**src/rtl/bmdma_pkg.sv**
```systemverilog
package bmdma_pkg;
    localparam int CMD_START_BIT = 0;
    localparam int CMD_DIR_BIT   = 3;
    localparam int ST_ACT        = 0;
    localparam int ST_ERR        = 1;
    localparam int ST_IRQ        = 2;
    localparam int ST_BUSY_LO    = 3;
    localparam int ST_DRV_LO     = 5;
    localparam logic [7:0] FAIL_MARK = 8'h10;

    typedef enum logic [1:0] {
        TMO_WAIT  = 2'd0,
        TMO_FAIL  = 2'd1,
        TMO_RESET = 2'd2
    } tmo_e;
endpackage

```
**src/rtl/bmdma_cmd_reg.sv**
```systemverilog
module bmdma_cmd_reg
    import bmdma_pkg::*;
(
    input  logic       clk,
    input  logic       rst_n,
    input  logic       wr_en,
    input  logic [7:0] wbyte,
    output logic [7:0] cmd_byte,
    output logic       start,
    output logic       dir,
    output logic       start_set
);
    typedef struct packed {
        logic start;
        logic dir;
    } cmd_s;

    cmd_s q, d;

    always_comb begin
        d = q;
        if (wr_en) begin
            d.start = wbyte[CMD_START_BIT];
            d.dir   = wbyte[CMD_DIR_BIT];
        end
    end

    always_ff @(posedge clk) begin
        if (!rst_n) q <= '0;
        else        q <= d;
    end

    always_comb begin
        cmd_byte                = '0;
        cmd_byte[CMD_START_BIT] = q.start;
        cmd_byte[CMD_DIR_BIT]   = q.dir;
    end

    assign start     = q.start;
    assign dir       = q.dir;
    assign start_set = wr_en && wbyte[CMD_START_BIT] && !q.start;

    // start holds when no command write arrives
    p_start_hold_r2: assert property (@(posedge clk) disable iff (!rst_n)
        !wr_en |=> $stable(start));
    // an arming write leaves start set
    p_arm_sets_r7: assert property (@(posedge clk) disable iff (!rst_n)
        start_set |=> start);
endmodule

```
**src/rtl/bmdma_status_reg.sv**
```systemverilog
module bmdma_status_reg
    import bmdma_pkg::*;
#(
    parameter int DRIVES = 2
) (
    input  logic              clk,
    input  logic              rst_n,
    input  logic              wr_en,
    input  logic [7:0]        wbyte,
    input  logic              start_set,
    input  logic              eng_done,
    input  logic              eng_err,
    input  logic              eng_irq,
    input  logic [1:0]        eng_busy,
    output logic [7:0]        stat_byte
);
    localparam int DRV_TOP = ST_DRV_LO + DRIVES - 1;

    typedef struct packed {
        logic              act;
        logic              err;
        logic              irq;
        logic [DRIVES-1:0] drv;
    } stat_s;

    stat_s q, d;

    always_comb begin
        d = q;
        if (start_set)                d.act = 1'b1;
        else if (eng_done || eng_err) d.act = 1'b0;
        d.err = eng_err || (q.err && !(wr_en && wbyte[ST_ERR]));
        d.irq = eng_irq || (q.irq && !(wr_en && wbyte[ST_IRQ]));
        if (wr_en) d.drv = wbyte[DRV_TOP:ST_DRV_LO];
    end

    always_ff @(posedge clk) begin
        if (!rst_n) q <= '0;
        else        q <= d;
    end

    always_comb begin
        stat_byte                         = '0;
        stat_byte[ST_ACT]                 = q.act;
        stat_byte[ST_ERR]                 = q.err;
        stat_byte[ST_IRQ]                 = q.irq;
        stat_byte[ST_BUSY_LO+1:ST_BUSY_LO] = eng_busy;
        stat_byte[DRV_TOP:ST_DRV_LO]      = q.drv;
    end

    // engine error pulse sets the flag
    p_err_set_r5: assert property (@(posedge clk) disable iff (!rst_n)
        eng_err |=> stat_byte[ST_ERR]);
    // write-one clears error when no pulse competes
    p_err_w1c_r5: assert property (@(posedge clk) disable iff (!rst_n)
        (wr_en && wbyte[ST_ERR] && !eng_err) |=> !stat_byte[ST_ERR]);
    // interrupt pulse beats a simultaneous clear
    p_irq_wins_r6: assert property (@(posedge clk) disable iff (!rst_n)
        (eng_irq && wr_en && wbyte[ST_IRQ]) |=> stat_byte[ST_IRQ]);
    // active falls only after an engine end or error
    p_act_fall_r7: assert property (@(posedge clk) disable iff (!rst_n)
        $fell(stat_byte[ST_ACT]) |-> $past(eng_done || eng_err));
    // active rises only after an arming command write
    p_act_rise_r7: assert property (@(posedge clk) disable iff (!rst_n)
        $rose(stat_byte[ST_ACT]) |-> $past(start_set));
endmodule

```
**src/rtl/bmdma_judge.sv**
```systemverilog
module bmdma_judge
    import bmdma_pkg::*;
(
    input  logic [7:0] stat,
    output logic       end_fail,
    output logic [7:0] end_code,
    output tmo_e       tmo_class
);
    logic [2:0] core;
    logic       busy_pat;

    assign core     = {stat[ST_IRQ], stat[ST_ERR], stat[ST_ACT]};
    assign busy_pat = stat[ST_BUSY_LO] && stat[ST_BUSY_LO+1];

    always_comb begin
        end_fail = (core != 3'b100);
        end_code = end_fail ? (stat | FAIL_MARK) : 8'h00;
    end

    always_comb begin
        if (busy_pat)              tmo_class = TMO_WAIT;
        else if (stat[ST_ERR])     tmo_class = TMO_FAIL;
        else if (stat[ST_ACT])     tmo_class = TMO_WAIT;
        else if (stat[ST_IRQ])     tmo_class = TMO_WAIT;
        else                       tmo_class = TMO_RESET;
    end
endmodule

```
**src/rtl/bmdma_regs.sv**
```systemverilog
module bmdma_regs
    import bmdma_pkg::*;
#(
    parameter int ADDR_W    = 2,
    parameter int DATA_W    = 32,
    parameter int CMD_WORD  = 0,
    parameter int BASE_WORD = 1,
    parameter int DRIVES    = 2
) (
    input  logic              clk,
    input  logic              rst_n,
    input  logic              reg_wr,
    input  logic [ADDR_W-1:0] reg_addr,
    input  logic [DATA_W/8-1:0] reg_be,
    input  logic [DATA_W-1:0] reg_wdata,
    output logic [DATA_W-1:0] reg_rdata,
    input  logic              eng_done,
    input  logic              eng_err,
    input  logic              eng_irq,
    input  logic [1:0]        eng_busy,
    output logic              dma_go,
    output logic              dma_to_mem,
    output logic [DATA_W-1:0] table_base,
    output logic              irq_out,
    output logic              end_fail,
    output logic [7:0]        end_code,
    output logic [1:0]        tmo_class
);
    localparam int LANES    = DATA_W / 8;
    localparam int CMD_LANE = 0;
    localparam int ST_LANE  = 2;

    logic       sel_cmd_word, sel_base_word;
    logic       wr_cmd, wr_stat;
    logic [7:0] cmd_byte, stat_byte;
    logic       start_set;
    tmo_e       tmo_int;

    assign sel_cmd_word  = (reg_addr == ADDR_W'(CMD_WORD));
    assign sel_base_word = (reg_addr == ADDR_W'(BASE_WORD));
    assign wr_cmd        = reg_wr && sel_cmd_word && reg_be[CMD_LANE];
    assign wr_stat       = reg_wr && sel_cmd_word && reg_be[ST_LANE];

    bmdma_cmd_reg u_cmd (
        .clk       (clk),
        .rst_n     (rst_n),
        .wr_en     (wr_cmd),
        .wbyte     (reg_wdata[CMD_LANE*8 +: 8]),
        .cmd_byte  (cmd_byte),
        .start     (dma_go),
        .dir       (dma_to_mem),
        .start_set (start_set)
    );

    bmdma_status_reg #(.DRIVES(DRIVES)) u_stat (
        .clk       (clk),
        .rst_n     (rst_n),
        .wr_en     (wr_stat),
        .wbyte     (reg_wdata[ST_LANE*8 +: 8]),
        .start_set (start_set),
        .eng_done  (eng_done),
        .eng_err   (eng_err),
        .eng_irq   (eng_irq),
        .eng_busy  (eng_busy),
        .stat_byte (stat_byte)
    );

    bmdma_judge u_judge (
        .stat      (stat_byte),
        .end_fail  (end_fail),
        .end_code  (end_code),
        .tmo_class (tmo_int)
    );

    assign tmo_class = tmo_int;
    assign irq_out   = stat_byte[ST_IRQ];

    logic [DATA_W-1:0] base_d, base_q;

    for (genvar g = 0; g < LANES; g++) begin : g_base_lane
        always_comb begin
            base_d[g*8 +: 8] = base_q[g*8 +: 8];
            if (reg_wr && sel_base_word && reg_be[g])
                base_d[g*8 +: 8] = reg_wdata[g*8 +: 8];
        end
    end

    always_ff @(posedge clk) begin
        if (!rst_n) base_q <= '0;
        else        base_q <= base_d;
    end

    assign table_base = base_q;

    always_comb begin
        reg_rdata = '0;
        if (sel_cmd_word) begin
            reg_rdata[CMD_LANE*8 +: 8] = cmd_byte;
            reg_rdata[ST_LANE*8 +: 8]  = stat_byte;
        end else if (sel_base_word) begin
            reg_rdata = base_q;
        end
    end

    // base changes only under a base-word write
    p_base_hold_r3: assert property (@(posedge clk) disable iff (!rst_n)
        !(reg_wr && sel_base_word) |=> $stable(table_base));
    // fail verdict needs error and no busy pattern
    p_tmo_fail_r10: assert property (@(posedge clk) disable iff (!rst_n)
        (tmo_class == 2'd1) |-> (stat_byte[ST_ERR] && !(stat_byte[3] && stat_byte[4])));
    // a clean end implies no error and no active transfer
    p_end_ok_r9: assert property (@(posedge clk) disable iff (!rst_n)
        !end_fail |-> (irq_out && !stat_byte[ST_ERR] && !stat_byte[ST_ACT]));
    // interrupt line tracks the pending-interrupt flag
    p_irq_line_r11: assert property (@(posedge clk) disable iff (!rst_n)
        $rose(irq_out) |-> $past(eng_irq));
endmodule

```
**config.mk**
```make
export PLATFORM = sky130hd
export DESIGN_NAME = bmdma_regs
export DESIGN_NICKNAME = d
export VERILOG_FILES = /design/src/rtl/bmdma_pkg.sv /design/src/rtl/bmdma_cmd_reg.sv /design/src/rtl/bmdma_status_reg.sv /design/src/rtl/bmdma_judge.sv /design/src/rtl/bmdma_regs.sv
export SDC_FILE = /design/constraint.sdc
export NUM_CORES = 1
export LEC_CHECK = 0
export ABC_AREA = 1
export BUFFER_PORTS_ARGS = -buffer_cell sky130_fd_sc_hd__buf_2
export CAP_MARGIN = 20
export CORE_MARGIN = 2
export CORE_UTILIZATION = 43
export DETAILED_ROUTE_END_ITERATION = 10
export GPL_TIMING_DRIVEN = 1
export PLACE_DENSITY = 0.77
export RECOVER_POWER = 50
export SETUP_SLACK_MARGIN = 0.1
export SYNTH_ARGS = -nofsm -noshare
export SYNTH_HDL_FRONTEND = slang
export SYNTH_HIERARCHICAL = 1
export SYNTH_SLANG_ARGS = --single-unit
```
**constraint.sdc**
```tcl
create_clock -name clk -period 1.75 [get_ports clk]
set_input_delay 0.35 -clock clk [delete_from_list [all_inputs] [get_ports clk]]
set_output_delay 0.35 -clock clk [all_outputs]
set_load 0.05 [all_outputs]
```
# Word-level counts from Yosys, hierarchy flattened
# Index checks and enable logic that the tools add are counted.
# word_totals
inputBits,46
elab_cells,47
reg_bits,39
# classes
reduce_logical,23
n_eq_ne,2
mux,12
# ops
cell,count
$mux W32,1
$mux W8,4
$logic_and A1 B1 Y1,15
$mux W2,4
$mux W7,1
$logic_not A1 Y1,3
$logic_or A1 B1 Y1,3
$ne A3 B3 Y1 const B,1
$eq A2 B1 Y1 const B,1
$logic_not A2 Y1,1
$mux W1,2
$reduce_bool A2 Y1,1

# Longest topological paths before layout
# Gate-level depths: netlist (run 1).
# logic_depth
ltp_word,7
ltp_mapped,7
ltp_nobuf,6

# By module
# Netlist (run 1), hierarchy kept.
# modules_own_cells
module,seq_area_each_um2,instances,cells_each,area_per_inst_um2
bmdma_regs,640.6,1,262,1581.5
bmdma_status_reg,100.1,1,28,205.2
bmdma_cmd_reg,40.0,1,20,143.9
bmdma_judge,0.0,1,21,95.1

# Worst setup path after synthesis (run 1)
# Ideal clock, no wire load.
# synth_path
path_kind,input -> output
startpoint,in reg_addr[0]
endpoint,out reg_rdata[0]
path_slack_ns,-0.284
cell_stages,4
arrival_ns,1.684
t_required_ns,1.400
n_path_buf,2
path_cell_list,or2_2 buf_2 buf_6 o22ai_1
# synth_via
elab_chain_cells,3
elab_cells_between_ends,4
classes_between,1 x eq/ne; 2 x mux; 1 x reduce/logical
# synth_lines
item,line_no,text
from (decl),bmdma_regs.sv:13,"input logic [ADDR_W-1:0] reg_addr,"
$eq A2 B1 Y1,bmdma_regs.sv:40,assign sel_base_word = (reg_addr == ADDR_W'(BASE_WORD));
$mux W32,bmdma_regs.sv:100,end else if (sel_base_word) begin
$mux W8 (*),bmdma_regs.sv:97,if (sel_cmd_word) begin
to (decl),bmdma_regs.sv:16,"output logic [DATA_W-1:0] reg_rdata,"
# Mark *: on every way between the ends. The rest lies on a longest branch, timed or not.

# Worst setup path after layout (run 1)
# layout_path
startpoint,in reg_addr[0]
endpoint,out reg_rdata[6]
# Same word-level chain as after synthesis.

==> summary.txt, run 1 <==
Run status
  • Status: completed

Final layout
  • Sequential Area: 783 um2
  • Antenna cells: 0
  • Non-Filler Cell Area, Final: 2880 um2
  • Layout cells sized above 1: 30.4%
  • Nets: 498
  • Non-Filler Instances: 503
  • Area of the multi-input gates: 997 um2
  • Filler cell count: 442
  • Area Overhead vs Synth: 42.2%

Drt
  • Wire length per cell: 11.1 um
  • DRC: 0
  • Total routed wirelength: 5560 um
  • Antenna-violating nets left: 0
  • 1st-iter DRT viols: 60
  • Routed vias/inst: 4.48
  • Vias after detailed routing: 2255
  • Drt first pass iters: 4

Global route
  • Congestion Overflow GR: 0
  • Vias in the first global route: 2044
  • First-pass GRT wire length: 8780 um
  • GRT Total Usage: 20.7%
  • Initial antenna violation count: 0
  • Largest net degree at the start of global routing: 23

Worst setup path
  • Startpoint types: input port
  • CP arrival: 1.29 ns
  • Kind of critical path: input port to output pin
  • CP Capture Type: output pin
  • Crit Path Max Fanout: 16
  • Required time worst endpoint: 1.40 ns

Power and ir drop
  • Leak: 1.58 nW
  • PwrDens: 710 nW/um2
  • Maximum vdd drop: 0.428 mV

Clocking
  • Clock latency at the later pin of the worst-skew pair: 0.27 ns
  • Post-CTS setup buffers: 0
  • CTS Root Cell: clkbuf_8
  • Clock Pin Slew Worst Setup and Hold Paths: 0.07 ns
  • H-tree depth: 2
  • TritonCTS Buffers: 5
  • Clk buf depth: 2
  • CTS tree: yes
  • Clock sinks: 39

Logic synthesis
  • Post-synth ARST share: 0%
  • Synth cell types: 19
  • Main synth FF type: dfxtp_1
  • Yosys reg bits: 39
  • Post-synth EDFFs: 0
  • Most common cell in the netlist: nor2_1
  • Share of Yosys cell area claimed by the top area cell type: 38.5%
  • Synth top area cells: dfxtp_1 39%, nor2_1 17%, nand2_1 14%
  • Netlist Area Pre-Place: 2030 um2
  • Leading post-synthesis cells by instance count: 91 x nor2_1, 73 x nand2_1, 64 x inv_1, 39 x dfxtp_1, 16 x o22ai_1
  • Syn Inst Count: 331
  • Post-synthesis sequential area ratio: 38.5%
  • Syn_area_per_cell: 6.12 um2
  • Yosys warning count: 6
  • Leading area contributor after synthesis: dfxtp_1

Floorplanning
  • Std-Cell Rows: 24
  • Die Y-Extent: 72.6 um
  • Ports: 124
  • Initial Util: 45.6%
  • Core Area: 4440 um2
  • Die area: 5280 um2
  • Die X: 72.6 um

Timing
  • Final Cycle Share: 93.6%
  • Clock skew: 0.000321 ns
  • Worst Max-Slew Pin Slew: 1.05 ns
  • Worst Slack Setup Final: 0.111 ns
  • Minimum clock period: 1.64 ns
  • Endpoints failing setup: 0
  • Unrepaired setup endpoints after global routing: true
  • Final Max Tran Viols: 0
  • Final Hold Fails: 0
  • Max Clk Rate: 610 MHz
  • Max_slew headroom: 30.0%
  • Setup TNS: 0 ns

Place
  • Port Buffers: 122
  • GPL Wtd Cong: 0.767
  • Pre-CTS WS: 0.00352 ns
  • DP Cell Count: 497
  • Post-DP HPWL: 4170 um
  • DP Area: 2830 um2

Hold path
  • Worst hold-check path type: input port to flip-flop

Job
  • Max-cap violations: 0
-- kinds of logic (layout without fill, tap and decap cells) --
group,Yosys count,in the layout,synth area share (%)
compound gates,27,27,7.84
other cells,2,7,0.371
simple gates,173,173,33.5
buf+inv,90,205,19.8
flops,39,39,38.5
-- worst max-delay path: stages --
cell and delay (ns):
clkbuf_1 0.10, buf_4 0.14, nand2_2 0.09, buf_12 0.17, o22ai_2 0.15, buf_2 0.29
-- path summary, 6_finish.rpt --
kind                             from             endpoint  slack, ns  cells after the start
setup / recovery          reg_addr[0]         reg_rdata[6]       0.11                      6
hold / removal                eng_irq  u_stat/stat_byte[2]       0.29                      3
setup reg to reg       table_base[19]       table_base[19]       1.01                      4
hold reg to reg   u_stat/stat_byte[1]  u_stat/stat_byte[1]       0.52                      2
-- cell usage in the layout (no fill, tap or decap), types with 3 or more instances in the layout --
cell type	n
clkbuf_4	9
conb_1	7
o21ai_0	3
inv_1	64
o22ai_4	4
clkbuf_8	5
nor2_1	81
o22ai_1	5
buf_4	4
a21oi_1	7
nand4_1	4
nand2_1	72
nor2_2	9
dfxtp_1	37
buf_2	88
buf_12	3
clkbuf_1	31
o22ai_2	7
-- cell type report --
type                            instances  share of cell area (%)
Clock buffer                            6                    2.52
Inverter                               64                    8.34
Multi-Input combinational cell        207                    34.6
Sequential cell                        39                    27.2
Tap cell                               52                    2.26
Timing Repair Buffer                  135                    25.1
-- stage by stage --
stage | utilization [%] | total power, mW | hold WS [ns]
floorplan | - | 1.37 | 0.467
global placement | 63.6 | 1.51 | 0.508
detailed placement | 63.6 | 1.52 | 0.513
CTS | 65.3 | 2.06 | 0.276
global route | 64.8 | 2.15 | 0.293
finish | 64.8 | 2.05 | 0.288
-- registers in the layout (all words and copies together) (netlist names) --
signal and cells:
table_base 32, u_stat/stat_byte 5, u_cmd/dir 1, u_cmd/start 1
-- report_power, final --
group / internal [mW] / total, mW / switching (mW) / leakage, nW
registers: 0.921 / 0.944 / 0.0228 / 0.318
logic: 0.154 / 0.555 / 0.401 / 1.22
clock network: 0.266 / 0.547 / 0.281 / 0.0371
-- layer usage --
layer / share of wire, % / routed length (um) / track usage, %
met1: 43 / 2400 / 24.4
met4: 0.31 / 17 / 4.73
met3: 6.9 / 386 / 5.80
met5: 0 / 0 / 0
met2: 50 / 2760 / 37.4
-- what timing repair did --
action	4_1_cts	5_1_grt
endpoints found under the setup margin	9	12
hold buffers	0	0
resized for setup	1	13
pin swaps	0	1
Note: power is estimated with default switching activity, not from simulation.
==> inputs of run 2 (changes only) <==
==> constraint.sdc (replaced) <==
create_clock -name clk -period 1.8 [get_ports clk]
set_input_delay 0.36 -clock clk [delete_from_list [all_inputs] [get_ports clk]]
set_output_delay 0.36 -clock clk [all_outputs]
set_load 0.05 [all_outputs]
==> run 2 against run 1 <==
  * Final cell count stayed put
  * Clock power down 0.9%
  * Critical path depth unchanged
  * Highest routed layer unchanged
  * Routed wire length fell by 2.4%
  * Non-clock buffer count is the same
  * Worst hold slack got worse by 0.0077 ns
  * Sequential cell count did not move
  * Sequential share of layout area rose by 0.70 points
  * Count of clock-buffer cells in the layout did not move
==> summary.txt, run 2 (synthesis results as in run 1) <==
Hold path
  • Worst hold-check path type: input port to flip-flop

Clocking
  • TritonCTS Buffers: 5
  • Post-CTS setup buffers: 0
  • CTS tree: yes
  • Cts hold-fix bufs: 0
  • CTS Root Cell: clkbuf_8
  • Clock sinks: 39
  • Clk buf depth: 2
  • H-tree depth: 2
  • Clock Pin Slew Worst Setup and Hold Paths: 0.07 ns
  • Clock latency at the later pin of the worst-skew pair: 0.29 ns

Drt
  • Routed wl met2: 2570 um
  • Max Used Layer: met4
  • Metal-1 WL: 2340 um
  • 1st-iter DRT viols: 74
  • Routed vias/inst: 4.50
  • Total routed wirelength: 5430 um
  • Wire length per cell: 10.8 um
  • WL met3: 452 um
  • Vias after detailed routing: 2261
  • DRC: 0
  • Antenna-violating nets left: 0
  • Drt first pass iters: 4

Place
  • Port Buffers: 122
  • Post-DP HPWL: 4200 um
  • Pre-CTS WS: 0.0344 ns
  • GPL Wtd Cong: 0.842
  • DP Area: 2750 um2
  • DP Cell Count: 497

Timing
  • Endpoints failing setup: 0
  • Worst Max-Slew Pin Slew: 1.04 ns
  • Final Hold Fails: 0
  • Max_slew headroom: 30.8%
  • Clock skew: 0.000157 ns
  • Final Cycle Share: 92.9%
  • Minimum clock period: 1.67 ns
  • Max Clk Rate: 598 MHz
  • Final Max Tran Viols: 0
  • Unrepaired setup endpoints after global routing: false
  • Worst Slack Setup Final: 0.127 ns

Final layout
  • Most frequent cells in the layout: 84 x buf_2, 81 x nor2_1, 72 x nand2_1, 64 x inv_1, 38 x dfxtp_1
  • Non-Filler Instances: 503
  • Antenna cells: 0
  • Nets: 498
  • Layout cells sized above 1: 29.0%
  • Area Overhead vs Synth: 38.4%
  • Largest register FFs: 32
  • Non-Filler Cell Area, Final: 2800 um2
  • Most common cell after layout, fill and taps aside: buf_2

Worst setup path
  • CP max stage delay: 0.28 ns
  • CP dominant cell by count: buf_2
  • WP buf/inv: 4
  • CP top delay family: buffers and inverters
  • Kind of critical path: input port to output pin
  • CP arrival: 1.31 ns
  • Critical-path cell list: buf_2 -> buf_4 -> nand2_1 -> buf_12 -> o22ai_1 -> buf_2
  • CP max stage cell: buf_2
  • Crit Path Max Fanout: 26
  • Startpoint types: input port
  • CP Capture Type: output pin
  • Required time worst endpoint: 1.44 ns

Floorplanning
  • Std-Cell Rows: 24
  • Core Area: 4440 um2
  • Initial Util: 45.6%
  • Die area: 5280 um2
  • Die Y-Extent: 72.6 um
  • Die X: 72.6 um
  • Ports: 124

Global route
  • Largest net degree at the start of global routing: 27
  • Congestion Overflow GR: 0
  • GRT Total Usage: 20.8%
  • First-pass GRT wire length: 8690 um
  • Vias in the first global route: 2033
  • Initial antenna violation count: 0

Run status
  • Status: completed

Power and ir drop
  • Leak: 1.56 nW
  • PwrDens: 705 nW/um2
  • Maximum vdd drop: 0.374 mV

Job
  • Max-cap violations: 0
[run 2: cell types whose count changed in the layout (fill, tap and decap cells not counted)]
cell | before | now
buf_12 | 3 | 1
buf_2 | 88 | 84
buf_4 | 4 | 14
buf_6 | 1 | 0
clkbuf_1 | 31 | 32
clkbuf_4 | 9 | 5
dfxtp_1 | 37 | 38
dfxtp_2 | 2 | 1
nor2_2 | 9 | 10
nor2_4 | 2 | 1
o22ai_1 | 5 | 9
o22ai_2 | 7 | 6
o22ai_4 | 4 | 1
[run 2: final cells by class]
type	count	area [um2]
Sequential cell	39	782
Multi-Input combinational cell	207	945
Inverter	64	240
Fill cell	454	1640
Timing Repair Buffer	135	699
Clock buffer	6	72.6
Tap cell	52	65.1
[run 2: final timing paths]
check | slack [ns] | startpoint | to | cells after the start
worst max-delay path | 0.13 | reg_addr[0] | reg_rdata[1] | 6
worst min-delay path | 0.28 | eng_irq | u_stat/stat_byte[2] | 3
worst max register to register | 1.04 | u_stat/stat_byte[1] | u_stat/stat_byte[1] | 2
worst min register to register | 0.50 | u_cmd/start | u_cmd/start | 2
[run 2: layer usage]
metal / up-vias / GRT usage, %
li1: 1190 / -
met1: 971 / 24.4
met2: 94 / 36.3
met3: 6 / 6.63
met4: 0 / 6.38
met5: - / 0
[run 2: worst reg2reg max path, stage by stage (launching register included)]
cell and delay, ns:
dfxtp_1 0.45, nand2_1 0.08, a21oi_1 0.15
[run 2: power by group]
part	leakage (nW)	switching, mW	internal [mW]	total, mW
logic	1.20	0.378	0.139	0.517
clock network	0.0371	0.284	0.258	0.542
registers	0.318	0.0222	0.895	0.917
[run 2: repair_timing]
action	CTS	global route
gates resized for setup	4	13
endpoints found under the setup margin	9	9
endpoints found under the hold margin	0	0
[run 2: through the flow]
step           TNS [ns]  total power [mW]  hold slack, ns  utilization, %
3_3_place_gp          0              1.45           0.504            61.9
5_1_grt               0              2.06           0.292            63.1
2_1_floorplan     -1.51              1.32           0.477               -
6_report              0              1.98           0.280            63.1
4_1_cts               0              2.00           0.272            63.7
3_5_place_dp          0              1.45           0.495            61.9
